==> src/rtl/nfc_pkg.sv <==
package nfc_pkg;

  localparam int BYTE_W = 8;
  localparam int IRQ_W  = 5;
  localparam int STAT_W = 5;

  // register offsets; the bench and software decode these
  localparam logic [2:0] RA_CTRL   = 3'd0;
  localparam logic [2:0] RA_STATUS = 3'd1;
  localparam logic [2:0] RA_IRQ    = 3'd2;
  localparam logic [2:0] RA_CMD    = 3'd3;
  localparam logic [2:0] RA_ADDR   = 3'd4;
  localparam logic [2:0] RA_WDATA  = 3'd5;
  localparam logic [2:0] RA_RDREQ  = 3'd6;
  localparam logic [2:0] RA_RDATA  = 3'd7;

  typedef enum logic [1:0] {
    OP_CMD   = 2'd0,
    OP_ADDR  = 2'd1,
    OP_WDATA = 2'd2,
    OP_RDREQ = 2'd3
  } nfc_op_e;

  typedef struct packed {
    nfc_op_e           op;
    logic [BYTE_W-1:0] data;
  } nfc_entry_t;

endpackage

==> src/rtl/nfc_wbuf.sv <==
module nfc_wbuf
  import nfc_pkg::*;
#(
  parameter int DEPTH = 4
) (
  input  logic       clk,
  input  logic       rst_n,
  input  logic       in_valid,
  output logic       in_ready,
  input  nfc_entry_t in_entry,
  output logic       out_valid,
  input  logic       out_ready,
  output nfc_entry_t out_entry,
  output logic       full,
  output logic       empty
);

  localparam int PW = (DEPTH > 1) ? $clog2(DEPTH) : 1;
  localparam int CW = $clog2(DEPTH + 1);
  localparam logic [PW-1:0] LAST = PW'(DEPTH - 1);

  nfc_entry_t        mem [DEPTH];
  logic [PW-1:0]     wr_ptr, rd_ptr;
  logic [CW-1:0]     count;
  logic              push, pop;

  assign full      = (count == CW'(DEPTH));
  assign empty     = (count == '0);
  assign in_ready  = !full;
  assign out_valid = !empty;
  assign out_entry = mem[rd_ptr];
  assign push      = in_valid && in_ready;
  assign pop       = out_valid && out_ready;

  always_ff @(posedge clk) begin
    if (push) mem[wr_ptr] <= in_entry;
  end

  always_ff @(posedge clk or negedge rst_n) begin
    if (!rst_n) begin
      wr_ptr <= '0;
      rd_ptr <= '0;
      count  <= '0;
    end else begin
      if (push) wr_ptr <= (wr_ptr == LAST) ? '0 : wr_ptr + 1'b1;
      if (pop)  rd_ptr <= (rd_ptr == LAST) ? '0 : rd_ptr + 1'b1;
      case ({push, pop})
        2'b10:   count <= count + 1'b1;
        2'b01:   count <= count - 1'b1;
        default: count <= count;
      endcase
    end
  end

  AST_WBUF_BOUND: assert property (@(posedge clk) disable iff (!rst_n)
    count <= CW'(DEPTH));

  AST_WBUF_HOLD: assert property (@(posedge clk) disable iff (!rst_n)
    (out_valid && !out_ready) |=> (out_valid && $stable(out_entry)));

  AST_WBUF_REJECT: assert property (@(posedge clk) disable iff (!rst_n)
    (in_valid && full && !out_ready) |=> full);

endmodule

==> src/rtl/nfc_strobe.sv <==
module nfc_strobe
  import nfc_pkg::*;
#(
  parameter int DLY_W = 4
) (
  input  logic              clk,
  input  logic              rst_n,
  input  logic              in_valid,
  output logic              in_ready,
  input  nfc_entry_t        in_entry,
  input  logic [DLY_W-1:0]  wr_dly,
  input  logic [DLY_W-1:0]  rd_dly,
  output logic              cle,
  output logic              ale,
  output logic              we_n,
  output logic              re_n,
  output logic [BYTE_W-1:0] dq_out,
  output logic              dq_oe,
  input  logic [BYTE_W-1:0] dq_in,
  output logic              done,
  output logic              done_rd,
  output logic [BYTE_W-1:0] rd_byte
);

  typedef enum logic [1:0] {S_IDLE, S_LOW, S_HIGH} eng_state_e;

  eng_state_e       state;
  nfc_entry_t       cur;
  logic [DLY_W-1:0] cnt;
  logic             is_rd, active;

  assign is_rd    = (cur.op == OP_RDREQ);
  assign active   = (state != S_IDLE);
  assign in_ready = (state != S_LOW);

  assign we_n   = !(state == S_LOW && !is_rd);
  assign re_n   = !(state == S_LOW && is_rd);
  assign cle    = active && (cur.op == OP_CMD);
  assign ale    = active && (cur.op == OP_ADDR);
  assign dq_oe  = active && !is_rd;
  assign dq_out = cur.data;

  assign done    = (state == S_LOW) && (cnt == '0);
  assign done_rd = is_rd;

  always_ff @(posedge clk or negedge rst_n) begin
    if (!rst_n) begin
      state   <= S_IDLE;
      cur     <= '0;
      cnt     <= '0;
      rd_byte <= '0;
    end else begin
      unique case (state)
        S_IDLE, S_HIGH: begin
          if (in_valid) begin
            cur   <= in_entry;
            cnt   <= (in_entry.op == OP_RDREQ) ? rd_dly : wr_dly;
            state <= S_LOW;
          end else begin
            state <= S_IDLE;
          end
        end
        S_LOW: begin
          if (cnt == '0) begin
            state <= S_HIGH;
            if (is_rd) rd_byte <= dq_in;
          end else begin
            cnt <= cnt - 1'b1;
          end
        end
        default: state <= S_IDLE;
      endcase
    end
  end

  AST_ONE_STROBE: assert property (@(posedge clk) disable iff (!rst_n)
    $onehot0({~we_n, ~re_n}));

  AST_CLE_ALE_EXCL: assert property (@(posedge clk) disable iff (!rst_n)
    !(cle && ale));

  AST_STROBE_GAP: assert property (@(posedge clk) disable iff (!rst_n)
    ($fell(we_n) || $fell(re_n)) |-> $past(we_n && re_n));

  AST_READ_NO_DRIVE: assert property (@(posedge clk) disable iff (!rst_n)
    !re_n |-> !dq_oe);

endmodule

==> src/rtl/nfc_rb_sync.sv <==
module nfc_rb_sync #(
  parameter int STAGES = 2
) (
  input  logic clk,
  input  logic rst_n,
  input  logic pin,
  output logic level,
  output logic rise
);

  logic [STAGES-1:0] chain;
  logic              prev;

  always_ff @(posedge clk or negedge rst_n) begin
    if (!rst_n) chain[0] <= 1'b0;
    else        chain[0] <= pin;
  end

  for (genvar g = 1; g < STAGES; g++) begin : g_stage
    always_ff @(posedge clk or negedge rst_n) begin
      if (!rst_n) chain[g] <= 1'b0;
      else        chain[g] <= chain[g-1];
    end
  end

  always_ff @(posedge clk or negedge rst_n) begin
    if (!rst_n) prev <= 1'b0;
    else        prev <= level;
  end

  assign level = chain[STAGES-1];
  assign rise  = level && !prev;

  AST_RISE_SINGLE: assert property (@(posedge clk) disable iff (!rst_n)
    rise |=> !rise);

endmodule

==> src/rtl/nfc_host_if.sv <==
module nfc_host_if
  import nfc_pkg::*;
#(
  parameter int WBUF_DEPTH = 4,
  parameter int RB_STAGES  = 2,
  parameter int DLY_W      = 4,
  parameter int ADDR_W     = 3,
  parameter int REG_W      = 16
) (
  input  logic              clk,
  input  logic              rst_n,
  input  logic              bus_we,
  input  logic [ADDR_W-1:0] bus_addr,
  input  logic [REG_W-1:0]  bus_wdata,
  output logic [REG_W-1:0]  bus_rdata,
  output logic              nand_cle,
  output logic              nand_ale,
  output logic              nand_we_n,
  output logic              nand_re_n,
  output logic [7:0]        nand_dq_out,
  output logic              nand_dq_oe,
  input  logic [7:0]        nand_dq_in,
  input  logic              nand_rb
);

  localparam int CTRL_W = 2 * DLY_W + 2;
  localparam int PEND_W = $clog2(WBUF_DEPTH + 2);

  // control register
  logic [CTRL_W-1:0] ctrl_q;
  logic [DLY_W-1:0]  wr_dly, rd_dly;

  assign wr_dly = ctrl_q[DLY_W-1:0];
  assign rd_dly = ctrl_q[2*DLY_W-1:DLY_W];

  always_ff @(posedge clk or negedge rst_n) begin
    if (!rst_n) ctrl_q <= '0;
    else if (bus_we && bus_addr == ADDR_W'(RA_CTRL)) ctrl_q <= bus_wdata[CTRL_W-1:0];
  end

  // buffered-write decode
  logic       q_hit;
  nfc_op_e    q_op;
  nfc_entry_t q_entry;

  always_comb begin
    q_hit = 1'b0;
    q_op  = OP_CMD;
    if (bus_we) begin
      if (bus_addr == ADDR_W'(RA_CMD))   begin q_hit = 1'b1; q_op = OP_CMD;   end
      if (bus_addr == ADDR_W'(RA_ADDR))  begin q_hit = 1'b1; q_op = OP_ADDR;  end
      if (bus_addr == ADDR_W'(RA_WDATA)) begin q_hit = 1'b1; q_op = OP_WDATA; end
      if (bus_addr == ADDR_W'(RA_RDREQ)) begin q_hit = 1'b1; q_op = OP_RDREQ; end
    end
  end

  assign q_entry.op   = q_op;
  assign q_entry.data = bus_wdata[BYTE_W-1:0];

  // buffer and strobe engine
  logic       buf_in_ready, buf_full, buf_empty, eng_valid, eng_ready;
  nfc_entry_t eng_entry;
  logic       eng_done, eng_done_rd;
  logic [BYTE_W-1:0] rd_byte;

  nfc_wbuf #(.DEPTH(WBUF_DEPTH)) u_wbuf (
    .clk       (clk),
    .rst_n     (rst_n),
    .in_valid  (q_hit),
    .in_ready  (buf_in_ready),
    .in_entry  (q_entry),
    .out_valid (eng_valid),
    .out_ready (eng_ready),
    .out_entry (eng_entry),
    .full      (buf_full),
    .empty     (buf_empty)
  );

  nfc_strobe #(.DLY_W(DLY_W)) u_strobe (
    .clk      (clk),
    .rst_n    (rst_n),
    .in_valid (eng_valid),
    .in_ready (eng_ready),
    .in_entry (eng_entry),
    .wr_dly   (wr_dly),
    .rd_dly   (rd_dly),
    .cle      (nand_cle),
    .ale      (nand_ale),
    .we_n     (nand_we_n),
    .re_n     (nand_re_n),
    .dq_out   (nand_dq_out),
    .dq_oe    (nand_dq_oe),
    .dq_in    (nand_dq_in),
    .done     (eng_done),
    .done_rd  (eng_done_rd),
    .rd_byte  (rd_byte)
  );

  logic rb_level, rb_rise;

  nfc_rb_sync #(.STAGES(RB_STAGES)) u_rb_sync (
    .clk   (clk),
    .rst_n (rst_n),
    .pin   (nand_rb),
    .level (rb_level),
    .rise  (rb_rise)
  );

  // pending accounting: queued plus in-flight entries by kind
  logic              acc_push, wr_push, rd_push, wr_fin, rd_fin, drop;
  logic [PEND_W-1:0] wr_pend, rd_pend, wr_pend_d, rd_pend_d;

  assign acc_push = q_hit && buf_in_ready;
  assign drop     = q_hit && !buf_in_ready;
  assign wr_push  = acc_push && (q_op != OP_RDREQ);
  assign rd_push  = acc_push && (q_op == OP_RDREQ);
  assign wr_fin   = eng_done && !eng_done_rd;
  assign rd_fin   = eng_done && eng_done_rd;

  assign wr_pend_d = wr_pend + PEND_W'(wr_push) - PEND_W'(wr_fin);
  assign rd_pend_d = rd_pend + PEND_W'(rd_push) - PEND_W'(rd_fin);

  always_ff @(posedge clk or negedge rst_n) begin
    if (!rst_n) begin
      wr_pend <= '0;
      rd_pend <= '0;
    end else begin
      wr_pend <= wr_pend_d;
      rd_pend <= rd_pend_d;
    end
  end

  // sticky interrupt status
  logic             full_prev;
  logic [IRQ_W-1:0] irq_q, irq_set, irq_w1c;

  always_ff @(posedge clk or negedge rst_n) begin
    if (!rst_n) full_prev <= 1'b0;
    else        full_prev <= buf_full;
  end

  assign irq_set[0] = rb_rise;
  assign irq_set[1] = drop;
  assign irq_set[2] = full_prev && !buf_full;
  assign irq_set[3] = rd_fin;
  assign irq_set[4] = (wr_pend != '0) && (wr_pend_d == '0);

  assign irq_w1c = (bus_we && bus_addr == ADDR_W'(RA_IRQ)) ? bus_wdata[IRQ_W-1:0] : '0;

  always_ff @(posedge clk or negedge rst_n) begin
    if (!rst_n) irq_q <= '0;
    else        irq_q <= (irq_q & ~irq_w1c) | irq_set;
  end

  // status and readback
  logic [STAT_W-1:0] status;

  assign status = {buf_empty, (rd_pend != '0), (wr_pend != '0), buf_full, rb_level};

  always_comb begin
    bus_rdata = '0;
    if (bus_addr == ADDR_W'(RA_CTRL))   bus_rdata[CTRL_W-1:0] = ctrl_q;
    if (bus_addr == ADDR_W'(RA_STATUS)) bus_rdata[STAT_W-1:0] = status;
    if (bus_addr == ADDR_W'(RA_IRQ))    bus_rdata[IRQ_W-1:0]  = irq_q;
    if (bus_addr == ADDR_W'(RA_RDATA))  bus_rdata[BYTE_W-1:0] = rd_byte;
  end

  AST_IRQ_STICKY: assert property (@(posedge clk) disable iff (!rst_n)
    1'b1 |=> ((($past(irq_q) & ~$past(irq_w1c)) & ~irq_q) == '0));

  AST_PEND_BOUND: assert property (@(posedge clk) disable iff (!rst_n)
    (32'(wr_pend) + 32'(rd_pend)) <= (WBUF_DEPTH + 1));

  AST_FULL_EMPTY: assert property (@(posedge clk) disable iff (!rst_n)
    !(buf_full && buf_empty));

  AST_RDREADY: assert property (@(posedge clk) disable iff (!rst_n)
    rd_fin |=> irq_q[3]);

  AST_DROP_FLAG: assert property (@(posedge clk) disable iff (!rst_n)
    drop |=> irq_q[1]);

endmodule

==> config.mk <==
export PLATFORM = sky130hd
export DESIGN_NAME = nfc_host_if
export DESIGN_NICKNAME = d
export VERILOG_FILES = /design/src/rtl/nfc_pkg.sv /design/src/rtl/nfc_wbuf.sv /design/src/rtl/nfc_strobe.sv /design/src/rtl/nfc_rb_sync.sv /design/src/rtl/nfc_host_if.sv
export SDC_FILE = /design/constraint.sdc
export NUM_CORES = 1
export LEC_CHECK = 0
export ABC_AREA = 0
export CORE_MARGIN = 8
export CORE_UTILIZATION = 49
export CTS_BUF_LIST = sky130_fd_sc_hd__clkbuf_8
export DETAILED_ROUTE_END_ITERATION = 16
export DONT_BUFFER_PORTS = 1
export SYNTH_ARGS = -nofsm -noshare
export SYNTH_HDL_FRONTEND = slang
export SYNTH_SLANG_ARGS = --single-unit
==> constraint.sdc <==
create_clock -name clk -period 3 [get_ports clk]
set_input_delay 0.6 -clock clk [delete_from_list [all_inputs] [get_ports clk]]
set_output_delay 0.6 -clock clk [all_outputs]
set_load 0.01 [all_outputs]
## Yosys cells after proc, flatten, opt, wreduce, memory -nomap -nowiden

Memory sizes are Yosys's and may differ from the RTL's.
Cells that the tools add are included.

| cells by class | value |
|---|---|
| eq/ne operators | 23 |
| reductions and logical operators | 39 |
| bitwise logic cells | 4 |
| mux-type cells | 26 |
| $add $sub $neg | 9 |

Operator list:

| kind | count |
|---|---|
| $logic_and A1 B1 Y1 | 18 |
| $eq A3 B3 Y1 const B | 5 |
| $mux W5 | 3 |
| $eq A2 B2 Y1 const B | 7 |
| $mux W2 | 6 |
| $mux W4 | 3 |
| $mux W10 | 1 |
| $logic_not A3 Y1 | 3 |
| $mux W1 | 9 |
| $mux W8 | 1 |
| $ne A2 B2 Y1 const B | 4 |
| $pmux W4 S2 | 1 |
| $add A3 B1 Y3 | 2 |
| $eq A2 B1 Y1 const B | 3 |
| $eq A3 B2 Y1 const B | 2 |
| $logic_not A1 Y1 | 6 |
| $pmux W3 S2 | 1 |
| $reduce_and A3 Y1 | 2 |
| $reduce_bool A2 Y1 | 3 |
| $reduce_bool A3 Y1 | 2 |
| $sub A3 B1 Y3 | 2 |
| $and A5 B5 Y5 | 1 |
| $not A5 Y5 | 1 |
| $or A5 B5 Y5 | 1 |
| 12 further kinds | 14 |

| word-level totals | value |
|---|---|
| output and inout port bits | 29 |
| bits in registers | 56 |
| input port bits | 31 |
| memories | 1 |
| logic and storage cells | 118 |
| bits in writable memories | 40 |

Memories:

| memory | depth | width | rd ports | clocked after Yosys merged registers in | write ports | RTL line | source |
|---|---|---|---|---|---|---|---|
| u_wbuf.mem | 4 | 10 | 1 | 0 | 1 | nfc_wbuf.sv:22 | `nfc_entry_t mem [DEPTH];` |

## Depth between registers and ports, before layout

| depth | value |
|---|---|
| depth after elaboration | 13 |
| mapped depth | 12 |
| depth with buffers taken out | 12 |

## Modules after synthesis

From an unflattened synthesis, not the netlist that was laid out.

| unflattened totals | value |
|---|---|
| cell total of the unflattened synthesis | 317 |
| area, all modules | 4,526.8 sq um |

Modules (own cells, without submodules):

| module | seq. area each (sq um) | cells an instance | times used | area an instance (sq um) |
|---|---|---|---|---|
| nfc_wbuf | 1,376.3 | 94 | 1 | 1,913.1 |
| nfc_host_if | 550.5 | 124 | 1 | 1,370.1 |
| nfc_strobe | 600.6 | 95 | 1 | 1,154.9 |
| nfc_rb_sync | 75.1 | 4 | 1 | 88.8 |

## Worst setup path after synthesis

Ideal clock, no wire load.

| path | value |
|---|---|
| path kind | input to register |
| start | input port bus_addr[2] |
| end | register u_wbuf.count[2] |
| cell stages on the path | 11 |
| path buffers | 1 |
| setup slack | 0.602 ns |
| data required time | 2.921 ns |
| arrival | 2.319 ns |
| library setup time | 0.079 ns |
| cell sequence | clkbuf_1 and3b_1 o21ai_0 nor2_1 inv_1 ha_1 inv_1 fa_1 xor2_1 nor2_1 xor2_1 |

| on the way | value |
|---|---|
| cells in the longest elaborated chain, start to end | 9 |
| elaborated cells between the ends (all ways) | 14 |
| those cells by class | eq/ne (6); mux (6); reduce/logical (2) |

Ends and longest elaborated chain:

| element | RTL line | source |
|---|---|---|
| start: declaration | nfc_host_if.sv:13 | `input logic [ADDR_W-1:0] bus_addr,` |
| $eq A3 B2 Y1 | nfc_host_if.sv:50 | `if (bus_addr == ADDR_W'(RA_CMD)) begin q_hit = 1'b1; q_op = OP_CMD; end` |
| $mux W1 | nfc_host_if.sv:50 |  |
| $mux W1 | nfc_host_if.sv:51 | `if (bus_addr == ADDR_W'(RA_ADDR)) begin q_hit = 1'b1; q_op = OP_ADDR; end` |
| $mux W1 | nfc_host_if.sv:52 | `if (bus_addr == ADDR_W'(RA_WDATA)) begin q_hit = 1'b1; q_op = OP_WDATA; end` |
| $mux W1 * | nfc_host_if.sv:53 | `if (bus_addr == ADDR_W'(RA_RDREQ)) begin q_hit = 1'b1; q_op = OP_RDREQ; end` |
| $mux W1 * | nfc_host_if.sv:49 | `if (bus_we) begin` |
| $logic_and A1 B1 Y1 * | nfc_wbuf.sv:32 | `assign push = in_valid && in_ready;` |
| $eq A2 B1 Y1 or $eq A2 B2 Y1 (tied branches) | nfc_wbuf.sv:47 | `case ({push, pop})` |
| $pmux W3 S2 or $reduce_bool A2 Y1 (tied branches) | -- |  |
| end signal: assignment | nfc_wbuf.sv:48 | `2'b10: count <= count + 1'b1;` |
| end signal: assignment | nfc_wbuf.sv:49 | `2'b01: count <= count - 1'b1;` |
| end signal: assignment | nfc_wbuf.sv:50 | `default: count <= count;` |
| end: declaration | nfc_wbuf.sv:24 | `logic [CW-1:0] count;` |

Every way passes the cells marked *; elsewhere a longest branch is shown, timed or not.
A chain may end at the register's enable or synchronous reset.

## Worst setup path in the final report

| path | value |
|---|---|
| start | register u_strobe.cnt[0] |
| end | register irq_q[4] |

| on the way | value |
|---|---|
| cells in the longest elaborated chain, start to end | 7 |

Ends and longest elaborated chain:

| element | RTL line | source |
|---|---|---|
| start: declaration | nfc_strobe.sv:29 | `logic [DLY_W-1:0] cnt;` |
| start signal: assignment | nfc_strobe.sv:57 | `cnt <= (in_entry.op == OP_RDREQ) ? rd_dly : wr_dly;` |
| start signal: assignment | nfc_strobe.sv:68 | `cnt <= cnt - 1'b1;` |
| $logic_not A4 Y1 | nfc_strobe.sv:43 | `assign done = (state == S_LOW) && (cnt == '0);` |
| $logic_and A1 B1 Y1 | nfc_strobe.sv:43 |  |
| $logic_and A1 B1 Y1 | nfc_host_if.sv:117 | `assign wr_fin = eng_done && !eng_done_rd;` |
| $sub A3 B1 Y3 | nfc_host_if.sv:120 | `assign wr_pend_d = wr_pend + PEND_W'(wr_push) - PEND_W'(wr_fin);` |
| named net wr_pend_d[1] | nfc_host_if.sv:111 | `logic [PEND_W-1:0] wr_pend, rd_pend, wr_pend_d, rd_pend_d;` |
| $logic_not A3 Y1 | nfc_host_if.sv:146 | `assign irq_set[4] = (wr_pend != '0) && (wr_pend_d == '0);` |
| $logic_and A1 B1 Y1 | nfc_host_if.sv:146 |  |
| $or A5 B5 Y5 | nfc_host_if.sv:152 | `else irq_q <= (irq_q & ~irq_w1c) \| irq_set;` |
| end signal: assignment | nfc_host_if.sv:152 |  |
| end: declaration | nfc_host_if.sv:135 | `logic [IRQ_W-1:0] irq_q, irq_set, irq_w1c;` |

The timed path passes the listed nets, and every way through them passes these cells.

==> out/results.txt <==
global-route wire length before repair: 13.6 mm
Clock Latency Late Sink: 0.36 ns
total power: 4.29 mW
Area growth syn-to-layout: 5.27%
CP startpoint kind: register
nets@finish: 355
largest net degree at the start of global routing: 57
Area contributors post-synth: dfrtp_1, edfxtp_1, mux2_2
Die Wd: 110 um
VDD IR max: 0.350 mV
Setup CP Type: register to register
Worst path most repeated cell: inv_1
ANT nets after route: 0
Post-CTS Setup Bufs: 0
Routed wire per std cell: 19.5 um
Syn Area/Cell: 14.0 sq um
slowest CP cell: fa_1
Initial Utilization: 50.4%
crit path buf inv count: 4
setup tns final: 0 ns
power density over the cells: 933 nW/um^2
CTS tree: done
Mapped Cells: 312
core area: 8680 sq um
DP Wirelength: 5.75 mm
Yosys top cell area share: 32.1%
commonest non-fill, non-tap cell in the layout: dfrtp_1
Arr. time, crit path: 2.93 ns
Final period util: 87.7%
Post-synth EDFFs: 40
CTS Buf Count: 9
R2R Path End: irq_q[4]$_DFF_PN0_
leakage: 1.88 nW
Fmax: 380 MHz
Rows: 34
Die Ht: 110 um
# port buffers: 0
Slew @ Worst Pin: 1.13 ns
CTS H-tree depth: 3
R2R depth: 12
vias in the first global route: 2470
drt initial violations: 105
Critical Path, Cell by Cell: inv_1 > ha_1 > nor3b_1 > and3_1 > ha_1 > inv_1 > ha_1 > inv_1 > fa_1 > inv_1 > a2111oi_0 > a21o_1
run status: completed
crit-path max cell delay: 0.47 ns
max-slew violations: 0
family with the most delay on the worst path: adder cells
minimum clock period: 2.63 ns
TritonRoute pass-1 iters: 4
commonest non-fill, non-tap cells in the layout: dfrtp_1, edfxtp_1, mux2_2
Ports: 60
RR Startpoint: u_strobe.cnt[0]$_DFFE_PN0P_
Ys Warns: 0
clk buf depth: 2
post-DR vias/cell: 5.64
Relative slew margins: 24.5%
Post-Syn Area: 4370 sq um
CTS Sinks: 96
layout cells sized above 1: 21.0%
Global Route Usage Sum: 14.0%
RD Place Congestion: 0.740
max cap viols: 0
GRT Residual Overflow: 0
RSZ-0062 raised after global routing: no
#FFs+latches synth: 96
Fillers: 741
HP Class: input pin to async pin
clock tree root buffer cell: clkbuf_8
CTS clk-pin slew, worst paths: 0.09 ns
Async SR Flop Fraction: 58.3%
peak fanout along the critical path: 4
WP data required: 3.30 ns
post-synth cell types: 44
endpoint type of the worst setup path: register
final hold violation count: 0
final clock skew: 0.0107 ns
largest area contributor in the netlist: dfrtp_1
Via Count: 2378
Antenna diodes: 0
ys flop type: dfrtp_1
DIE AREA: 12200 sq um
DRC viols: 0
Setup-failing EPs final: 0
register area share after synthesis: 59.5%
total wire length: 8.21 mm
R2R Setup Slk: 0.37 ns
initial antenna violation count: 0
==> synthesized netlist by cell type (2+ instances only) <==
master,number
nor3_1,5
nand2b_1,3
ha_1,12
edfxtp_1,40
o22ai_1,2
mux2_2,33
a22o_1,9
a21oi_1,2
dfrtp_1,56
or3_1,2
fa_1,3
and3_1,4
mux2i_1,8
clkbuf_1,4
buf_4,14
nor3b_1,3
a21boi_0,2
o21ai_0,11
a211oi_1,2
nand2_1,18
xor2_1,2
mux4_2,9
and2_1,8
inv_1,19
xnor2_1,6
nor2b_1,2
buf_2,4
nor2_1,11
nand3_1,3
==> worst reg2reg max path: stages, from the launching register on <==
cell	delay, ns
dfrtp_1	0.39
inv_1	0.11
ha_1	0.20
nor3b_1	0.24
and3_1	0.20
ha_1	0.22
inv_1	0.05
ha_1	0.13
inv_1	0.04
fa_1	0.47
inv_1	0.05
a2111oi_0	0.35
a21o_1	0.13
==> registers in the layout, indices dropped and copies added, names as in the netlist <==
register,cells
u_wbuf.wr_ptr,2
full_prev,1
irq_q,5
rd_pend,3
u_rb_sync.level,1
u_wbuf.count,3
u_rb_sync.prev,1
ctrl_q,10
u_wbuf.rd_ptr,2
u_strobe.cnt,4
u_strobe.rd_byte,8
u_wbuf.mem,40
u_strobe.dq_out,8
u_rb_sync.chain,1
u_strobe.state,2
wr_pend,3
u_strobe.cur,2
==> routing by layer <==
layer,up-vias,wire [um],track usage (%)
met5,-,0,0
met4,0,118,5.41
met3,12,639,4.55
met2,59,3710,20.6
met1,1205,3740,18.6
li1,1102,-,-
==> per-stage QoR <==
step / cells / utilization, % / setup slack [ns] / instance area (sq um) / hold WS (ns)
after floorplan: 317 / - / 0.602 / 4390 / 0.304
after global placement: 405 / 50.7 / 0.400 / 4400 / 0.307
after detailed placement: 405 / 50.7 / 0.338 / 4400 / 0.307
after CTS: 422 / 53.0 / 0.324 / 4600 / 0.105
after global routing: 422 / 53.0 / 0.128 / 4600 / 0.111
final: 422 / 53.0 / 0.369 / 4600 / 0.0992
==> cell families (layout without fill, tap and decap cells) <==
group / after synthesis / in the layout / share of synthesized area (%)
flip-flops: 96 / 96 / 59.5
other: 1 / 6 / 0.0858
AND/OR/NAND/NOR: 65 / 65 / 7.84
multiplexers: 52 / 52 / 15.9
buffers and inverters: 42 / 39 / 4.92
adder cells (fa/ha/maj): 15 / 15 / 4.81
AO/OA/AOI/OAI: 33 / 33 / 5.29
XOR/XNOR: 8 / 8 / 1.60
==> final cells by class <==
class	count	area, sq um	area share (%)
well taps	108	135	2.94
multi-input cells	179	1570	34.2
clock buffers	9	124	2.69
repair buffers	4	50.0	1.09
flip-flops and latches	96	2600	56.6
clock inverters	7	46.3	1.01
inverters	19	71.3	1.55
==> where the power goes <==
part | internal (mW) | switching, mW | leakage [nW]
clock | 0.300 | 0.453 | 0.0830
sequential | 1.76 | 0.329 | 1.02
combinational | 0.755 | 0.694 | 0.780
total | 2.82 | 1.48 | 1.88
==> worst max-delay path by stage <==
stage	start	endpoint	slack [ns]	cells after the start
floorplan	bus_addr[2]	u_wbuf.count[2]$_DFFE_PN0P_	0.60	11
global placement	u_strobe.cnt[0]$_DFFE_PN0P_	irq_q[4]$_DFF_PN0_	0.40	12
detailed placement	u_strobe.cnt[0]$_DFFE_PN0P_	irq_q[4]$_DFF_PN0_	0.34	12
CTS	u_strobe.cnt[0]$_DFFE_PN0P_	irq_q[4]$_DFF_PN0_	0.32	12
global route	u_strobe.cnt[0]$_DFFE_PN0P_	irq_q[4]$_DFF_PN0_	0.13	12
finish	u_strobe.cnt[0]$_DFFE_PN0P_	irq_q[4]$_DFF_PN0_	0.37	12
==> timing repair <==
action                    in CTS  in global routing
gates resized for setup        0                  0
hold endpoints to repair      56                  0
hold buffers                   1                  0
No activity file was read; power rests on OpenSTA's default activity.
